===== src/rtl/gpib_acc_pkg.sv =====
package gpib_acc_pkg;
  // Handshake phase of the acceptor.
  typedef enum logic [1:0] {
    ACC_HOLD = 2'd0,  // not ready, data not accepted
    ACC_OPEN = 2'd1,  // ready announced, waiting for valid
    ACC_TAKE = 2'd2   // byte taken, accepted released
  } acc_state_t;

  // Number of control lines carried beside the data lines.
  localparam int CTRL_LINES = 4;
endpackage


===== src/rtl/gpib_acc_sync.sv =====
module gpib_acc_sync #(
  parameter int WIDTH   = 12,
  parameter int STAGES  = 2,
  parameter logic RST_LEVEL = 1'b1
) (
  input  logic             clk,
  input  logic             rst_n,
  input  logic [WIDTH-1:0] d,
  output logic [WIDTH-1:0] q
);
  for (genvar b = 0; b < WIDTH; b++) begin : g_bit
    logic [STAGES-1:0] chain;
    always_ff @(posedge clk or negedge rst_n) begin
      if (!rst_n) chain <= {STAGES{RST_LEVEL}};
      else        chain <= {chain[STAGES-2:0], d[b]};
    end
    assign q[b] = chain[STAGES-1];
  end
endmodule


===== src/rtl/gpib_acc_fsm.sv =====
module gpib_acc_fsm
  import gpib_acc_pkg::*;
(
  input  logic clk,
  input  logic rst_n,
  input  logic dav_act,
  input  logic clear_act,
  input  logic slot_busy,
  output logic hold_ready,
  output logic hold_accept,
  output logic capture
);
  acc_state_t state, state_nx;

  always_comb begin
    state_nx = state;
    unique case (state)
      ACC_HOLD: if (!slot_busy && !dav_act) state_nx = ACC_OPEN;
      ACC_OPEN: if (dav_act)                state_nx = ACC_TAKE;
      ACC_TAKE: if (!dav_act)               state_nx = ACC_HOLD;
      default:                              state_nx = ACC_HOLD;
    endcase
    if (clear_act) state_nx = ACC_HOLD;
  end

  always_ff @(posedge clk or negedge rst_n) begin
    if (!rst_n) state <= ACC_HOLD;
    else        state <= state_nx;
  end

  assign capture     = (state == ACC_OPEN) && dav_act && !clear_act;
  assign hold_ready  = (state != ACC_OPEN);
  assign hold_accept = (state != ACC_TAKE);
endmodule


===== src/rtl/gpib_acc_slot.sv =====
module gpib_acc_slot #(
  parameter int DATA_W = 8
) (
  input  logic              clk,
  input  logic              rst_n,
  input  logic              load,
  input  logic [DATA_W-1:0] load_byte,
  input  logic              load_cmd,
  input  logic              load_end,
  output logic              valid,
  input  logic              ready,
  output logic [DATA_W-1:0] data,
  output logic              cmd,
  output logic              last
);
  always_ff @(posedge clk or negedge rst_n) begin
    if (!rst_n) begin
      valid <= 1'b0;
      data  <= '0;
      cmd   <= 1'b0;
      last  <= 1'b0;
    end else if (load) begin
      valid <= 1'b1;
      data  <= load_byte;
      cmd   <= load_cmd;
      last  <= load_end;
    end else if (valid && ready) begin
      valid <= 1'b0;
    end
  end
endmodule


===== src/rtl/gpib_acceptor.sv =====
module gpib_acceptor
  import gpib_acc_pkg::*;
#(
  parameter int DATA_W      = 8,
  parameter int SYNC_STAGES = 2
) (
  input  logic              clk,
  input  logic              rst_n,
  input  logic [DATA_W-1:0] bus_data_l,
  input  logic              bus_valid_l,
  input  logic              bus_cmd_l,
  input  logic              bus_end_l,
  input  logic              bus_clear_l,
  input  logic              cmd_gate_en,
  output logic              pull_ready_low,
  output logic              pull_accept_low,
  output logic              out_valid,
  input  logic              out_ready,
  output logic [DATA_W-1:0] out_byte,
  output logic              out_cmd,
  output logic              out_end
);
  localparam int LINES_W = DATA_W + CTRL_LINES;

  logic [LINES_W-1:0] lines_s;
  logic [DATA_W-1:0]  data_s;
  logic dav_act, cmd_act, end_act, clear_act;
  logic fsm_hold_ready, capture;

  gpib_acc_sync #(.WIDTH(LINES_W), .STAGES(SYNC_STAGES), .RST_LEVEL(1'b1)) u_sync (
    .clk (clk),
    .rst_n (rst_n),
    .d   ({bus_data_l, bus_valid_l, bus_cmd_l, bus_end_l, bus_clear_l}),
    .q   (lines_s)
  );

  assign data_s    = lines_s[LINES_W-1:CTRL_LINES];
  assign dav_act   = ~lines_s[3];
  assign cmd_act   = ~lines_s[2];
  assign end_act   = ~lines_s[1];
  assign clear_act = ~lines_s[0];

  gpib_acc_fsm u_fsm (
    .clk         (clk),
    .rst_n       (rst_n),
    .dav_act     (dav_act),
    .clear_act   (clear_act),
    .slot_busy   (out_valid),
    .hold_ready  (fsm_hold_ready),
    .hold_accept (pull_accept_low),
    .capture     (capture)
  );

  gpib_acc_slot #(.DATA_W(DATA_W)) u_slot (
    .clk       (clk),
    .rst_n     (rst_n),
    .load      (capture),
    .load_byte (~data_s),
    .load_cmd  (cmd_act),
    .load_end  (end_act),
    .valid     (out_valid),
    .ready     (out_ready),
    .data      (out_byte),
    .cmd       (out_cmd),
    .last      (out_end)
  );

  // Fast path: a falling attention line holds off the talker before the
  // synchronized logic can react.
  assign pull_ready_low = fsm_hold_ready | (cmd_gate_en & ~bus_cmd_l);
endmodule


===== config.mk =====
export PLATFORM = sky130hd
export DESIGN_NAME = gpib_acceptor
export DESIGN_NICKNAME = d
export VERILOG_FILES = /design/src/rtl/gpib_acc_pkg.sv /design/src/rtl/gpib_acc_sync.sv /design/src/rtl/gpib_acc_fsm.sv /design/src/rtl/gpib_acc_slot.sv /design/src/rtl/gpib_acceptor.sv
export SDC_FILE = /design/constraint.sdc
export NUM_CORES = 1
export LEC_CHECK = 0
export BUFFER_PORTS_ARGS = -buffer_cell sky130_fd_sc_hd__buf_4
export CAP_MARGIN = 30
export CORE_MARGIN = 2
export CORE_UTILIZATION = 50
export CTS_CLUSTER_DIAMETER = 200
export CTS_CLUSTER_SIZE = 10
export DETAILED_ROUTE_END_ITERATION = 10
export HOLD_SLACK_MARGIN = 0.1
export PLACE_DENSITY = 0.79
export REMOVE_ABC_BUFFERS = 1
export SLEW_MARGIN = 15
export SYNTH_ARGS = -nofsm -noshare
export SYNTH_HDL_FRONTEND = slang
export SYNTH_SLANG_ARGS = --single-unit
export TNS_END_PERCENT = 50

===== constraint.sdc =====
create_clock -name clk -period 2.6 [get_ports clk]
set_input_delay 0.52 -clock clk [delete_from_list [all_inputs] [get_ports clk]]
set_output_delay 0.52 -clock clk [all_outputs]
set_load 0.01 [all_outputs]

; After elaboration in Yosys (flattened, before gate mapping)
; Cells that the tools add are included.
[totals]
regBits = 37
inputBits = 16
elab_cells = 46
[op_classes]
n_reduce_logical = 8
n_eq_ne = 7
bitwise = 7
muxes = 7
[ops]
columns = op, count
row1 = two-way mux 2 bit, 4
row2 = inverter 8 bit, 1
row3 = != test 3 bit (second input constant), 2
row4 = one-hot mux 2 bit (3 select lines), 1
row5 = logical AND 1 bit, 4
row6 = inverter 1 bit, 4
row7 = != test 3 x 2 -> 1 bit (second input constant), 1
row8 = AND reduction 3 bit, 1
row9 = equality test 2 x 1 -> 1 bit (second input constant), 1
row10 = equality test 2 bit (second input constant), 1
row11 = logical NOT 2 bit, 1
row12 = two-way mux 1 bit, 2
row13 = != test 2 x 1 -> 1 bit (second input constant), 1
row14 = != test 2 bit (second input constant), 1
row15 = nonzero test 2 bit, 1
row16 = AND 1 bit, 1
row17 = logical NOT 1 bit, 1
row18 = OR 1 bit, 1

; Logic depth before layout (Yosys ltp)
[depth]
word_depth = 5
depth_mapped = 3
mapped_depth_nobuf = 2

; Cells and area by module
; Synthesis repeated with hierarchy kept, for this count alone.
[unflattened]
cells_unflattened = 84
area_unflattened_um2 = 1328.8
[modules_own_cells]
columns = mod, seq_area_each_um2, area_each_um2, n_inst, cells_each
row1 = gpib_acc_sync, 630.6, 720.7, 1, 36
row2 = gpib_acc_slot, 275.3, 445.4, 1, 24
row3 = gpib_acc_fsm, 50.0, 106.4, 1, 10
row4 = gpib_acceptor, 0.0, 56.3, 1, 14

; Worst setup path before layout
; OpenSTA, ideal clock, no wires.
[synth_path]
path_type = input to output
from = input port bus_cmd_l
to = output port pull_ready_low
path_buffers = 0
required_time_ns = 2.080
path_slack_ns = 1.323
t_arrival_ns = 0.757
path_stages = 2
path_cell_list = nand2b_1 > nand3b_1
[synth_via]
elab_chain_cells = 3
[synth_lines]
columns = element, line
row1 = "start, declared", gpib_acceptor.sv:11  ; input logic bus_cmd_l,
row2 = inverter 1 bit, gpib_acceptor.sv:70  ; assign pull_ready_low = fsm_hold_ready | (cmd_gate_en & ~bus_cmd_l);
row3 = AND 1 bit, gpib_acceptor.sv:70
row4 = OR 1 bit, gpib_acceptor.sv:70
row5 = "end, declared", gpib_acceptor.sv:15  ; output logic pull_ready_low,
; Every way passes these cells.

; Final worst setup path
[layout_path]
from = register u_fsm.state[0]
to = output port pull_accept_low
[layout_via]
elab_chain_cells = 1
[layout_lines]
columns = element, line
row1 = "start, declared", gpib_acc_fsm.sv:13  ; acc_state_t state, state_nx;
row2 = "start signal, assigned", gpib_acc_fsm.sv:28  ; else state <= state_nx;
row3 = != test 2 bit, gpib_acc_fsm.sv:33  ; assign hold_accept = (state != ACC_TAKE);
row4 = "end, declared", gpib_acceptor.sv:16  ; output logic pull_accept_low,
; Every way passes these cells.

==> impl_results.md <==
* Status: finished clean
* Synth area leader: dfstp_2
* Final hold vios at 0
* WL/cell at 11.7 µm
* Post-Synthesis Cells at 69
* Internal power at 0.978 mW
* GR Overflow Total at 0
* Crit Path Class: register to output port
* VDD IR max at 0.552 mV
* Critical path cell sequence: nand2b_1, buf_4
* CTS tree: built
* H-tree levels at 2
* Ports at 29
* GRT Util Overall at 13.8%
* Ys Warns at 0
* Residual DRC at 0
* Routed vias/inst at 4.45
* Setup TNS at 0 ps
* Width of the chip at 52.9 µm
* Comb power frac at 13.7%
* Tcrit/Tclk final at 62.2%
* Slowest cell on the critical path: dfrtp_1
* Filler Cells Inserted at 175
* Routed Antenna Nets at 0
* Most common cell in the synthesized netlist: dfstp_2
* Count of flip-flops with a built-in enable after synthesis at 0
* Chip height at 52.9 µm
* Switching share of power at 21.7%
* Share of cells above drive strength 1 at 57.7%
* Number of buffers created by CTS at 5
* Max Clk Rate at 619 MHz
* Static Leak at 0.760 nW
* 1st-pass router iterations at 1
* Max Clock Skew at 5.94 ps
* Design Area, Final at 1510 µm²
* Hold-fix buffers, CTS at 0
* Vias in the first global route at 600
* Endpoint class of the critical path: output port
* Power share of the clock group at 31.3%
* Worst setup SP type: register
* Placed inst area at 1430 µm²
* Number of max-cap violations at 0
* CP Max Fanout at 5
* Post-synth top area share at 52.8%
* Post-route minimum period at 1620 ps
* Largest net degree at the start of global routing at 38
* Mean post-synth cell area at 17.3 µm²
* Clock transition at the registers of the reported paths at 100 ps
* Endpoints failing setup at 0
* Postcts setup bufs at 0
* First-pass GRT wire length at 2580 µm
* Worst-margin pin slew at 440 ps
* Post-synth top cells: dfstp_2 (24), dfrtp_1 (13), inv_1 (11), mux2i_1 (10), nand2b_1 (2)
* P per Cell Area at 825 nW/µm²
* Num rows at 17
* Buffers & Inverters on Critical Path at 1
* RSZ-0062 raised after global routing: false
* Core Area at 2230 µm²
* Total power at 1.25 mW
* Skew-Pair Late Insertion Delay at 320 ps
* Post-synthesis sequential area ratio at 80.1%
* Crit path required time at 2080 ps
* Worst Path Arrival at 1100 ps
* Fin nets at 119
* Clk root buf: clkbuf_4
* Async SR Flop Fraction at 100%
* Detailed-route via count at 588
* DIE AREA at 2790 µm²
* RePlAce Congestion at 0.639
* Synth unique cells at 14
* N_diodes at 0
* DRT Wirelength at 1550 µm
* Dominant cells by area after synthesis: dfstp_2 (53%), dfrtp_1 (27%), mux2i_1 (8.4%)
* Sequential share of power at 54.9%
* Mapped cell area at 1190 µm²
* DRT iter0 DRCs at 0
* CTS Buffer Depth at 2
* Headroom to the max-slew limit at 70.7%
* Worst hold slack at 138 ps
* Crit-path max cell delay at 450 ps
* IO Port Bufs at 28
* Synth Flop Type: dfstp_2
* Reg area at 956 µm²
* HP Class: primary input to async pin
* Family with the most delay on the worst path: flip-flops
* R2r setup slk at 1430 ps
* Synth Register Bits at 37
* Area growth, synth to finish at 26.7%
* Initial antenna violation count at 0
* Pins Over Slew Limit at 0
* # resized after CTS at 0
* Switching pwr at 0.270 mW
* Initial Util at 53.4%
* Area of the multi-input gates at 185 µm²
* # clock sinks at 37
-- logic make-up (layout without fill, tap and decap cells) --
family,count (synthesis),after routing,share of synthesized area (%)
AOI/OAI and AO/OA,1,1,0.419
xor gates and xnor gates,1,1,0.734
buffers and inverters,12,47,4.40
DFF,37,37,80.1
muxes,10,10,8.39
and+or+nand+nor,8,8,5.97
-- layout by cell type (no fill, tap or decap) --
| cell type | n |
|---|---|
| buf_4 | 28 |
| clkbuf_4 | 5 |
| dfstp_2 | 24 |
| nand2b_1 | 2 |
| o21ai_0 | 1 |
| and2b_1 | 1 |
| nand4bb_4 | 1 |
| xnor2_1 | 1 |
| nor3b_1 | 1 |
| nor3_1 | 1 |
| inv_1 | 11 |
| mux2i_1 | 10 |
| bufinv_16 | 1 |
| dfrtp_1 | 13 |
| nand3b_1 | 1 |
| clkbuf_8 | 1 |
| nand2_1 | 1 |
| clkbuf_1 | 1 |
-- registers in the layout (all words and copies together), names as in the netlist --
signal              cells
u_slot.valid            1
u_sync.g_bit.chain     24
u_slot.cmd              1
u_slot.last             1
u_slot.data             8
u_fsm.state             2
-- layer usage --
layer | global-route usage (%) | vias to the layer above | routed length, µm
met5 | 0 | - | 0
met4 | 7.69 | 0 | 33
met3 | 5.08 | 5 | 84
met2 | 23.5 | 17 | 851
met1 | 14.6 | 283 | 579
li1 | - | 283 | -
-- cell type report --
type / instances / area share, %
multi-input cells: 20 / 12.2
flip-flops and latches: 37 / 63.2
well taps: 28 / 2.32
clock inverters: 1 / 1.99
clock buffers: 7 / 3.64
inverters: 11 / 2.73
repair buffers: 28 / 13.9
-- worst paths after layout --
kind / to / cells past startpoint / start
setup / recovery: pull_accept_low / 2 / u_fsm.state[0]
hold / removal: u_slot.data[6] / 1 / rst_n
setup reg to reg: u_slot.data[7] / 2 / u_sync.g_bit[0].chain[1]
hold reg to reg: u_sync.g_bit[11].chain[1] / 0 / u_sync.g_bit[11].chain[0]
max in group asynchronous: u_sync.g_bit[7].chain[0] / 1 / rst_n
min in group clk: u_sync.g_bit[6].chain[0] / 1 / bus_data_l[2]
-- metrics by stage --
| step | util (%) | instances | setup WS [ps] |
|---|---|---|---|
| after CTS | 67.7 | 132 | 970 |
| after global routing | 67.7 | 132 | 906 |
| final | 67.7 | 132 | 984 |
| after detailed placement | 63.9 | 124 | 1120 |
| after floorplan | - | 68 | 1320 |
| after global placement | 63.9 | 124 | 1140 |
-- power groups by stage --
stage	Clock (mW)	Sequential, mW	Combinational [mW]
final	0.391	0.686	0.172
after global routing	0.431	0.694	0.192
after CTS	0.404	0.688	0.176
after detailed placement	0	0.698	0.176
after global placement	0	0.692	0.171
after floorplan	0	0.713	0.0462
Power figures use the tool's default switching activity.
